**src/rtl/smt_pkg.sv**
```systemverilog
package smt_pkg;
  localparam int ADDR_W = 4;

  localparam logic [ADDR_W-1:0] A_CNT_LO  = 4'd0;
  localparam logic [ADDR_W-1:0] A_CNT_HI  = 4'd1;
  localparam int                MATCH_BASE = 2;
  localparam logic [ADDR_W-1:0] A_STATUS  = 4'd8;
  localparam logic [ADDR_W-1:0] A_IRQ_EN  = 4'd9;
  localparam logic [ADDR_W-1:0] A_WD_ARM  = 4'd10;
  localparam logic [ADDR_W-1:0] A_DIV     = 4'd11;
  localparam logic [ADDR_W-1:0] A_SNAP    = 4'd12;
  localparam logic [ADDR_W-1:0] A_SNAP_LO = 4'd13;
  localparam logic [ADDR_W-1:0] A_SNAP_HI = 4'd14;
endpackage

```
**src/rtl/smt_prescale.sv**
```systemverilog
module smt_prescale #(
  parameter int DIV_W = 16
) (
  input  logic             clk,
  input  logic             rst,
  input  logic [DIV_W-1:0] div_i,
  output logic             tick_o
);
  localparam int PC_W = DIV_W + 1;

  logic [PC_W-1:0] pc_q;
  logic [PC_W-1:0] limit;

  // period 2*(div+1): terminal count is 2*div+1
  assign limit  = {div_i, 1'b1};
  assign tick_o = (pc_q >= limit);

  always_ff @(posedge clk) begin
    if (rst)         pc_q <= '0;
    else if (tick_o) pc_q <= '0;
    else             pc_q <= pc_q + 1'b1;
  end
endmodule

```
**src/rtl/smt_counter.sv**
```systemverilog
module smt_counter #(
  parameter int DATA_W = 32
) (
  input  logic                clk,
  input  logic                rst,
  input  logic                tick_i,
  input  logic                wr_lo_i,
  input  logic                wr_hi_i,
  input  logic [DATA_W-1:0]   wdata_i,
  output logic [2*DATA_W-1:0] cnt_o,
  output logic [DATA_W-1:0]   nxt_lo_o,
  output logic                adv_o
);
  logic [2*DATA_W-1:0] cnt_q;

  assign cnt_o    = cnt_q;
  assign nxt_lo_o = cnt_q[DATA_W-1:0] + 1'b1;
  assign adv_o    = tick_i && !wr_lo_i && !wr_hi_i;

  always_ff @(posedge clk) begin
    if (rst) begin
      cnt_q <= '0;
    end else if (wr_lo_i || wr_hi_i) begin
      if (wr_lo_i) cnt_q[DATA_W-1:0]        <= wdata_i;
      if (wr_hi_i) cnt_q[2*DATA_W-1:DATA_W] <= wdata_i;
    end else if (tick_i) begin
      cnt_q <= cnt_q + 1'b1;
    end
  end
endmodule

```
**src/rtl/smt_match_chan.sv**
```systemverilog
module smt_match_chan #(
  parameter int DATA_W = 32
) (
  input  logic              clk,
  input  logic              rst,
  input  logic              wr_i,
  input  logic [DATA_W-1:0] wdata_i,
  input  logic              adv_i,
  input  logic [DATA_W-1:0] nxt_lo_i,
  input  logic              clr_i,
  output logic [DATA_W-1:0] match_o,
  output logic              ev_o,
  output logic              flag_o
);
  logic [DATA_W-1:0] match_q;
  logic              flag_q;

  assign match_o = match_q;
  assign flag_o  = flag_q;
  // event when the coming advance lands on the compare value
  assign ev_o    = adv_i && (nxt_lo_i == match_q);

  always_ff @(posedge clk) begin
    if (rst)       match_q <= '0;
    else if (wr_i) match_q <= wdata_i;
  end

  always_ff @(posedge clk) begin
    if (rst)        flag_q <= 1'b0;
    else if (ev_o)  flag_q <= 1'b1;
    else if (clr_i) flag_q <= 1'b0;
  end
endmodule

```
**src/rtl/snap_match_timer.sv**
```systemverilog
module snap_match_timer
  import smt_pkg::*;
#(
  parameter int DATA_W = 32,
  parameter int N_CH   = 6,
  parameter int DIV_W  = 16
) (
  input  logic              clk,
  input  logic              rst,
  input  logic              wr_en_i,
  input  logic              rd_en_i,
  input  logic [3:0]        addr_i,
  input  logic [DATA_W-1:0] wr_data_i,
  output logic [DATA_W-1:0] rd_data_o,
  output logic              irq_o,
  output logic              wdog_rst_o
);
  localparam int WDOG_CH = N_CH - 1;

  logic                tick_w;
  logic                cnt_wr_lo, cnt_wr_hi, cnt_wr_w;
  logic [2*DATA_W-1:0] cnt_w;
  logic [DATA_W-1:0]   nxt_lo_w;
  logic                adv_w;
  logic                latch_wr_w;
  logic [2*DATA_W-1:0] lat_q;
  logic [DIV_W-1:0]    div_q;
  logic [N_CH-1:0]     ie_q;
  logic                wde_q;
  logic [N_CH-1:0]     ev_w;
  logic [N_CH-1:0]     flag_w;
  logic [N_CH-1:0]     clr_w;
  logic [DATA_W-1:0]   match_w [N_CH];
  logic [DATA_W-1:0]   rd_val;

  assign cnt_wr_lo  = wr_en_i && (addr_i == A_CNT_LO);
  assign cnt_wr_hi  = wr_en_i && (addr_i == A_CNT_HI);
  assign cnt_wr_w   = cnt_wr_lo || cnt_wr_hi;
  assign latch_wr_w = wr_en_i && (addr_i == A_SNAP) && wr_data_i[0];
  assign clr_w      = (wr_en_i && (addr_i == A_STATUS)) ? wr_data_i[N_CH-1:0] : '0;

  smt_prescale #(.DIV_W(DIV_W)) u_pre (
    .clk   (clk),
    .rst   (rst),
    .div_i (div_q),
    .tick_o(tick_w)
  );

  smt_counter #(.DATA_W(DATA_W)) u_cnt (
    .clk     (clk),
    .rst     (rst),
    .tick_i  (tick_w),
    .wr_lo_i (cnt_wr_lo),
    .wr_hi_i (cnt_wr_hi),
    .wdata_i (wr_data_i),
    .cnt_o   (cnt_w),
    .nxt_lo_o(nxt_lo_w),
    .adv_o   (adv_w)
  );

  for (genvar n = 0; n < N_CH; n++) begin : g_ch
    logic wr_m;
    assign wr_m = wr_en_i && (addr_i == ADDR_W'(MATCH_BASE + n));
    smt_match_chan #(.DATA_W(DATA_W)) u_ch (
      .clk     (clk),
      .rst     (rst),
      .wr_i    (wr_m),
      .wdata_i (wr_data_i),
      .adv_i   (adv_w),
      .nxt_lo_i(nxt_lo_w),
      .clr_i   (clr_w[n]),
      .match_o (match_w[n]),
      .ev_o    (ev_w[n]),
      .flag_o  (flag_w[n])
    );
  end

  always_ff @(posedge clk) begin
    if (rst) begin
      div_q <= '0;
      ie_q  <= '0;
      wde_q <= 1'b0;
    end else if (wr_en_i) begin
      if (addr_i == A_DIV)    div_q <= wr_data_i[DIV_W-1:0];
      if (addr_i == A_IRQ_EN) ie_q  <= wr_data_i[N_CH-1:0];
      if (addr_i == A_WD_ARM) wde_q <= wr_data_i[0];
    end
  end

  always_ff @(posedge clk) begin
    if (rst)             lat_q <= '0;
    else if (latch_wr_w) lat_q <= cnt_w;
  end

  always_comb begin
    rd_val = '0;
    case (addr_i)
      A_CNT_LO:  rd_val = cnt_w[DATA_W-1:0];
      A_CNT_HI:  rd_val = cnt_w[2*DATA_W-1:DATA_W];
      A_STATUS:  rd_val = {{(DATA_W-N_CH){1'b0}}, flag_w};
      A_IRQ_EN:  rd_val = {{(DATA_W-N_CH){1'b0}}, ie_q};
      A_WD_ARM:  rd_val = {{(DATA_W-1){1'b0}}, wde_q};
      A_DIV:     rd_val = {{(DATA_W-DIV_W){1'b0}}, div_q};
      A_SNAP_LO: rd_val = lat_q[DATA_W-1:0];
      A_SNAP_HI: rd_val = lat_q[2*DATA_W-1:DATA_W];
      default:   rd_val = '0;
    endcase
    for (int n = 0; n < N_CH; n++) begin
      if (addr_i == ADDR_W'(MATCH_BASE + n)) rd_val = match_w[n];
    end
  end

  always_ff @(posedge clk) begin
    if (rst) begin
      rd_data_o  <= '0;
      irq_o      <= 1'b0;
      wdog_rst_o <= 1'b0;
    end else begin
      if (rd_en_i) rd_data_o <= rd_val;
      irq_o      <= |(flag_w & ie_q);
      wdog_rst_o <= wde_q && ev_w[WDOG_CH];
    end
  end
endmodule

```
**config.mk**
```make
export PLATFORM = sky130hd
export DESIGN_NAME = snap_match_timer
export DESIGN_NICKNAME = d
export VERILOG_FILES = /design/src/rtl/smt_pkg.sv /design/src/rtl/smt_prescale.sv /design/src/rtl/smt_counter.sv /design/src/rtl/smt_match_chan.sv /design/src/rtl/snap_match_timer.sv
export SDC_FILE = /design/constraint.sdc
export NUM_CORES = 1
export LEC_CHECK = 0
export BUFFER_PORTS_ARGS = -buffer_cell sky130_fd_sc_hd__buf_2
export CORE_UTILIZATION = 55
export DETAILED_ROUTE_END_ITERATION = 6
export GPL_TIMING_DRIVEN = 0
export PLACE_DENSITY = 0.73
export SETUP_SLACK_MARGIN = 0.4
export SKIP_LAST_GASP = 1
export SLEW_MARGIN = 20
export SYNTH_ARGS = -nofsm -noshare
export SYNTH_HDL_FRONTEND = slang
export SYNTH_SLANG_ARGS = --single-unit
```
**constraint.sdc**
```tcl
create_clock -name clk -period 9.62 [get_ports clk]
set_clock_uncertainty 0.2 [all_clocks]
set_input_delay 1.443 -clock clk [delete_from_list [all_inputs] [get_ports clk]]
set_output_delay 1.443 -clock clk [all_outputs]
set_load 0.03 [all_outputs]
```
Word-level counts from Yosys, hierarchy flattened
Index checks and enable logic that the tools add are counted.
- register bits after elaboration: 400
- input port bits: 40
- output and inout bits: 34
- logic and storage cells: 111
- add/sub/neg operators: 3
- order comparisons: 1
- equal/unequal tests: 22
- mux-type cells: 24
- bitwise logic cells: 1
- reductions and logical operators: 38
- operators by type and width (kind ; count):
    $mux 32 ; 8
    $pmux 32 s8 ; 1
    $eq 32x32->1 ; 6
    $mux 64 ; 2
    $add 64x1->64 const B ; 1
    $add 32x1->32 const B ; 1
    $eq 4x4->1 const B ; 7
    $logic_and 1x1->1 ; 20
    $add 17x1->17 const B ; 1
    $ge 17x17->1 ; 1
    $eq 4x3->1 const B ; 4
    $reduce_bool 2->1 ; 7
    $mux 1 ; 12
    $reduce_and 2->1 ; 5
    $eq 4x2->1 const B ; 2
    $and 6x6->6 ; 1
    $mux 6 ; 1
    $reduce_or 6->1 ; 1
    $eq 4x1->1 const B ; 1
    $logic_not 4->1 ; 1
    $ne 2x1->1 const B ; 2
    $logic_not 1->1 ; 2
    $reduce_or 2->1 ; 1
    $logic_or 1x1->1 ; 1

Logic depth before layout (Yosys ltp)
Gate-level depths: netlist (run 1).
- depth in word-level cells: 8
- mapped depth: 12
- gate-level depth less buffers: 10

Modules after synthesis
Synthesis (run 1) repeated with hierarchy kept, for this count alone.
- cells, all modules: 2713
- area total of the unflattened synthesis: 22880.7 um2
- by module, submodules not included (module ; times used ; cells an instance ; area an instance (um2)):
    smt_match_chan ; 6 ; 152 ; 1519.0
    snap_match_timer ; 1 ; 1011 ; 7768.7
    smt_counter ; 1 ; 647 ; 4722.0
    smt_prescale ; 1 ; 143 ; 1276.2

Worst setup path after synthesis (run 1)
OpenSTA, ideal clock, no wires.
- path kind: input-to-reg
- start: input port addr_i[1]
- end: register g_ch[0].u_ch.match_q[4]
- library setup time: 0.070 ns
- arrival time: 3.281 ns
- data required time: 9.350 ns
- path slack: 6.068 ns
- stages: 9
- cells stage by stage: clkbuf_1 -> nand2b_1 -> nor3_1 -> clkbuf_1 -> and2_1 -> clkbuf_1 -> clkbuf_1 -> nand2_1 -> a21oi_1
- cells in the longest elaborated chain, start to end: 2
- RTL lines (item ; RTL line ; text):
    start, declared ; snap_match_timer.sv:12 ; input logic [3:0] addr_i,
    $eq 4x2->1 ; snap_match_timer.sv:63 ; assign wr_m = wr_en_i && (addr_i == ADDR_W'(MATCH_BASE + n));
    $logic_and 1x1->1 ; snap_match_timer.sv:63 ;
    end signal, assigned ; smt_match_chan.sv:25 ; else if (wr_i) match_q <= wdata_i;
    end, declared ; smt_match_chan.sv:15 ; logic [DATA_W-1:0] match_q;
No other way between the ends.
A chain may end at the register's enable or synchronous reset.

Worst setup path after layout (run 1)
- start: register u_cnt.cnt_q[1], in the netlist u_cnt.cnt_o[1]
- end: register g_ch[2].u_ch.flag_q
- cells in the longest elaborated chain, start to end: 4
- elaborated cells between the ends (all ways): 5
- RTL lines (item ; RTL line ; text):
    start, declared ; smt_counter.sv:14 ; logic [2*DATA_W-1:0] cnt_q;
    start signal, assigned by index ; smt_counter.sv:24 ; if (wr_lo_i) cnt_q[DATA_W-1:0] <= wdata_i;
    start signal, assigned by index ; smt_counter.sv:25 ; if (wr_hi_i) cnt_q[2*DATA_W-1:DATA_W] <= wdata_i;
    start signal, assigned ; smt_counter.sv:27 ; cnt_q <= cnt_q + 1'b1;
    $add 32x1->32 * ; smt_counter.sv:17 ; assign nxt_lo_o = cnt_q[DATA_W-1:0] + 1'b1;
    $eq 32x32->1 * ; smt_match_chan.sv:21 ; assign ev_o = adv_i && (nxt_lo_i == match_q);
    $logic_and 1x1->1 * ; smt_match_chan.sv:21 ;
    $mux 1 / $reduce_bool 2->1 (equally long branches) ; -- ;
    end signal, assigned ; smt_match_chan.sv:29 ; if (rst) flag_q <= 1'b0;
    end signal, assigned ; smt_match_chan.sv:30 ; else if (ev_o) flag_q <= 1'b1;
    end signal, assigned ; smt_match_chan.sv:31 ; else if (clr_i) flag_q <= 1'b0;
    end, declared ; smt_match_chan.sv:16 ; logic flag_q;
Every way passes the cells marked *; elsewhere a longest branch is shown, timed or not.

==> run metrics, run 1 <==
LEAKAGE between 8 and 9 nW; WL final 114 mm; EDFF count, synth 0; Fmax 190 MHz; buffers inserted by post-CTS timing repair 0; fillers 3710; drt first pass iters 7; crit-path leading delay family compound AO/OA/AOI/OAI gates; cell area after placement 23700 um^2; slew margin rel. a little over an eighth; Setup crit start kind flip-flop; GRT Total Usage a little over half; Post-synth ARST share 0%; # resized after CTS 0; PwrDens approximately 170 nW/um^2; DRC 3; Final Slew Violations 0; Final min period approximately 5.3 ns; I/O pin cnt 74; Synth Flop Type dfxtp_1; Syn Area/Cell around 7.4 um^2; Die Area 42200 um^2; Crit path required time ~10 ns; crit-path max cell delay 0.91 ns; largest net degree at the start of global routing 14; critical path class reg -> reg; pre-CTS WS about 4.8 ns; first-pass GRT wire length roughly 160 mm; Hold/Removal Path Class reg -> reg; most frequent cell after synthesis nand2_1; Vias/cell roughly 7; Syn Std Cell Area 22700 um^2; vias in the first global route 23900; Sink Count 400; cells along the critical path ha_1 -> nand4_4 -> nor3_1 -> nand2_1 -> o21ai_0 -> o2111ai_1 -> a2111oi_0 -> nand4_1 -> o31ai_1; antenna violations before repair 2; Area Growth Syn to Fin 10.7%; Fin Setup TNS 0 ns; crit path capture type flip-flop; buffers plus inverters on the worst setup path 0; num rows 74; Worst-Margin Slew between 1 and 1.5 ns; hold wc startpoint lat_q[7]; chip width between 200 and 250 um; post-route cell area around 25000 um^2; Hold Path Stages 2; H-tree depth 2; port bufs 47; Cells after Synth a little over 3000; Util after Layout 61.6%; crit share post-route 54.8%; hold-fix buffers at CTS 0; Setup violations, final 0; crit-path max FO 7; WHS Endpoint lat_q[7]; Clock Latency Late Sink about 0.61 ns; status complete, but fails checks; fraction of layout cells with a size suffix above 1 under 10%; worst r2r dst g_ch[2].u_ch.flag_o; final hold vios 0; RSZ-0062 raised after global routing no; Num CTS Buffers 45; clock buffer depth 3; global route overflow 0; net count after synthesis 3129; R2R depth 9; PnR Total Power 4.35 mW; die height 205 um; Clock transition at path regs roughly 0.070 ns; starting density of the core between 50% and 60%; CP max stage cell nor3_1; clk root buf clkbuf_16; R2R Setup Slk 4.34 ns; post-synthesis sequential area ratio a little over a third; Yosys cell types a little under 90; half-perimeter wire length after placement roughly 88 mm; Synth area leaders dfxtp_1 (35%), nand2_1 (12%), a21oi_1 (7.7%); Crit Reg-Reg Startpoint u_cnt.cnt_o[1]; iteration-0 DRC count of the detailed router 4517; yosys warns 0; Critical Path AT 5.50 ns; Nets ~3200; post-synth top area share about a third; Synth top cells by count nand2_1 (715), dfxtp_1 (400), a21oi_1 (348); detailed-route via count 26200; total of max-cap violations 0; Routed WL per cell a little over 30 um; Cells after DPL around 3700; area leader, netlist dfxtp_1; Core Region approximately 41000 um^2; CTS tree yes; Final WS setup ~4.3 ns; Placer Congestion about 1.1; Worst VDD drop between 0.15 and 0.2 mV; Final Non-Filler Cells between 3000 and 4000; Hold WS roughly 0.26 ns; failing checks DRC; antenna viol nets, final 0; #FFs+latches synth 400
==> cell usage in the layout (no fill, tap or decap), drive strengths merged, types with 13 or more instances in the layout <==
master	n
nand2	716
dfxtp	400
a21oi	348
clkbuf	295
nor2	233
o21ai	125
xnor2	123
a22oi	103
buf	90
nand3	72
xor2	70
nand4	69
nor3	59
nor4	35
inv	34
a31oi	32
o31ai	30
a222oi	25
a211oi	24
mux2i	23
and3	22
ha	18
o221ai	16
a311oi	14
a221oi	13
==> how the worst max path moves through the flow <==
stage,startpoint,endpoint,cells after the start,slack (ns)
CTS,u_cnt.cnt_o[1],wdog_rst_o,10,4.85
finish,u_cnt.cnt_o[1],g_ch[2].u_ch.flag_o,9,4.34
detailed placement,addr_i[2],g_ch[2].u_ch.match_o[23],9,4.80
global placement,addr_i[2],g_ch[2].u_ch.match_o[29],9,4.80
floorplan,addr_i[1],g_ch[0].u_ch.match_o[4],9,6.07
global route,u_cnt.cnt_o[1],g_ch[2].u_ch.flag_o,9,4.48
==> power by group <==
group / internal, mW / leakage, nW / switching, mW
Sequential: 1.70 / 3.23 / 0.0561
Clock: 1.04 / 0.732 / 0.774
Combinational: 0.199 / 4.46 / 0.588
==> layout make-up <==
cell class                 count  area [um^2]  share of cell area (%)
antenna                        1         2.50                 0.00994
tap                          532          666                    2.64
timing repair buffer          47          235                   0.935
multi-input combinational   2359        13500                    53.5
clock buffer                  58         1270                    5.03
inverter                      32          120                   0.477
buffer                       280         1160                    4.62
clock inverter                19          238                   0.945
sequential                   400         8010                    31.8
==> routing by layer <==
layer	GRT usage, %	vias up	routed length, um
li1	-	11000	-
met2	76.6	2513	46100
met3	18.4	626	17900
met5	0	-	12
met1	64.1	12100	39600
met4	39.4	2	10300
==> state kept, by name, indices dropped and copies added (netlist names) <==
name and flops:
div_q 16, g_ch.u_ch.flag_o 6, g_ch.u_ch.match_o 192, ie_q 6
irq_o 1, lat_q 64, rd_data_o 32, u_cnt.cnt_o 64
u_pre.pc_q 17, wde_q 1, wdog_rst_o 1
==> cell families after synthesis <==
logic type | count (synthesis) | synth area share, %
AND/OR/NAND/NOR | 1293 | 25.8
buffers and inverters | 312 | 5.63
multiplexers | 30 | 1.41
flip-flops | 400 | 35.2
AO/OA/AOI/OAI | 816 | 22.4
XOR/XNOR | 202 | 8.51
adder cells (fa/ha/maj) | 18 | 0.990
==> worst min-delay path: cells and delay by family (launching register included) <==
kind             cells  cell delay (ns)
AND/OR/NAND/NOR      1             0.05
AO/OA/AOI/OAI        1             0.05
flip-flops           1             0.31
No activity file was read; power rests on OpenSTA's default activity.
==> run 2, diff against run 1 <==
==> constraint.sdc (replaced) <==
create_clock -name clk -period 5.5 [get_ports clk]
set_clock_uncertainty 0.2 [all_clocks]
set_input_delay 0.825 -clock clk [delete_from_list [all_inputs] [get_ports clk]]
set_output_delay 0.825 -clock clk [all_outputs]
set_load 0.03 [all_outputs]
==> run 2 against run 1 <==
The run still ends with DRC left; setup slack worse by 3.9 ns; clock-buffer cell count unchanged; utilization about the same; maximum frequency up 3.9%; largest power group unchanged; first-iteration DRC count up 3.1%.
==> run metrics, run 2 (synthesis gave the netlist of run 1 again) <==
status complete, but fails checks; failing checks DRC; Num CTS Buffers 45 (unchanged); cell area after placement 23700 um^2 (unchanged); antenna viol nets, final 0 (unchanged); most frequent cells in the layout nand2_1 (715), dfxtp_1 (400), a21oi_1 (348), clkbuf_1 (234), nor2_1 (230); Clock transition at path regs 0.06 ns (about the same); vias in the first global route 23900 (+0.013%); Vias/cell 7.01 (-0.40%); detailed-route via count 26100 (-0.43%); LEAKAGE 8.43 nW (about the same); H-tree depth 2 (unchanged); Fin Setup TNS 0 ns (unchanged); hold-fix buffers at CTS 0 (unchanged); Multi-input gate area 13500 um^2 (about the same); Die Area 42200 um^2 (unchanged); Setup violations, final 0 (unchanged); Area Growth Syn to Fin 10.7% (about the same); critical path class reg -> reg; total of max-cap violations 0 (unchanged); final hold vios 0 (unchanged); buffers inserted by post-CTS timing repair 0 (unchanged); Crit path required time 5.83 ns (-4.01 ns); crit share post-route 92.3% (+38 points); half-perimeter wire length after placement 88.4 mm (unchanged); chip width 205 um (unchanged); Nets 3223 (unchanged); WL final 114 mm (-0.19%); CTS tree yes; Fmax 197 MHz (+3.9%); fraction of layout cells with a size suffix above 1 6.79% (+0.031 points); global route overflow 0 (unchanged); port bufs 47 (unchanged); Clock Latency Late Sink 0.62 ns (about the same); slew margin rel. 13.8% (+0.27 points); DRC 26 (+23); Sink Count 400 (unchanged); clk root buf clkbuf_16; first-pass GRT wire length 160 mm (about the same); Placer Congestion 1.10 (unchanged); num rows 74 (unchanged); commonest non-fill, non-tap cell in the layout nand2_1; register area 8010 um^2 (unchanged); starting density of the core 55.7% (unchanged); drt first pass iters 7 (unchanged); GRT Total Usage 52.8% (about the same); crit path capture type flip-flop; Setup crit start kind flip-flop; Core Region 40800 um^2 (unchanged); number of antenna diodes 0 (-1); Worst-Margin Slew 1.29 ns (-0.00408 ns); R2R Setup Slk 0.42 ns (-3.92 ns); fillers 3711 (+0.027%); I/O pin cnt 74 (unchanged); Util after Layout 61.6% (about the same); max reg flops 192 (unchanged); post-route cell area 25200 um^2 (about the same); die height 205 um (unchanged); Critical Path AT 5.41 ns (-0.09 ns); Final min period 5.08 ns (-0.197 ns); Hold/Removal Path Class reg -> reg; Worst VDD drop 0.334 mV (+75%); Final Slew Violations 0 (unchanged); PwrDens 302 nW/um^2 (+75%); Routed WL per cell 30.5 um (-0.17%); crit-path max FO 10 (+3); largest net degree at the start of global routing 14 (unchanged); iteration-0 DRC count of the detailed router 4658 (+3.1%); RSZ-0062 raised after global routing no; clock buffer depth 3 (unchanged); antenna violations before repair 2 (unchanged)
run 2: cell types whose count changed in the layout (fill, tap and decap cells not counted):
cell	previous run	this run
diode_2	1	0
nor3_1	51	50
nor3_2	7	8
run 2: final cells by class:
type,instances,area share [%]
flip-flops and latches,400,31.8
well taps,532,2.64
clock buffers,58,5.03
repair buffers,47,0.934
plain buffers,280,4.62
inverters,32,0.477
clock inverters,19,0.944
multi-input cells,2359,53.5
run 2: path summary, 6_finish.rpt:
path              cells past startpoint          to            from
hold reg to reg                       2   lat_q[52]       lat_q[52]
setup / recovery                     10  wdog_rst_o  u_cnt.cnt_o[1]
hold / removal                        2   lat_q[52]       lat_q[52]
setup reg to reg                     10  wdog_rst_o  u_cnt.cnt_o[1]
run 2: worst max-delay path, cell delays in order (launching register included):
cell and delay [ns]:
dfxtp_1 0.59, ha_1 0.31, buf_2 0.28, nand3_1 0.12, nor4_1 0.82, xnor2_2 0.43
xor2_1 0.45, nand4b_1 0.19, a2111oi_0 0.92, nand4_1 0.44, nor2_1 0.23
run 2: layer usage:
layer  part of all wire, %  vias to the layer above  track usage, %
li1                      -                    11000               -
met1                    35                    12100            64.0
met2                    41                     2398            76.6
met3                    16                      599            18.8
met4                   8.9                        0            39.3
met5                     0                        -               0
run 2: where the power goes:
part	total, mW	switching (mW)	internal, mW	leakage [nW]
combinational	1.37	1.02	0.347	4.46
sequential	3.07	0.0989	2.97	3.23
clock	3.16	1.35	1.81	0.732
total	7.60	2.47	5.13	8.43
run 2: metrics by stage:
step | hold slack [ns] | worst slack [ns] | total power, mW | cells
after floorplan | 0.215 | 2.46 | 3.85 | 3071
after global routing | 0.272 | 0.595 | 7.70 | 3727
after detailed placement | 0.248 | 0.775 | 4.40 | 3650
after global placement | 0.241 | 0.686 | 4.38 | 3650
final | 0.258 | 0.421 | 7.60 | 3727
after CTS | 0.256 | 0.732 | 7.46 | 3727
run 2: repair_timing:
| item | 4_1_cts | 5_1_grt |
|---|---|---|
| resized for setup | 0 | 1 |
| endpoints found under the hold margin | 0 | 0 |
| endpoints found under the setup margin | 0 | 1 |
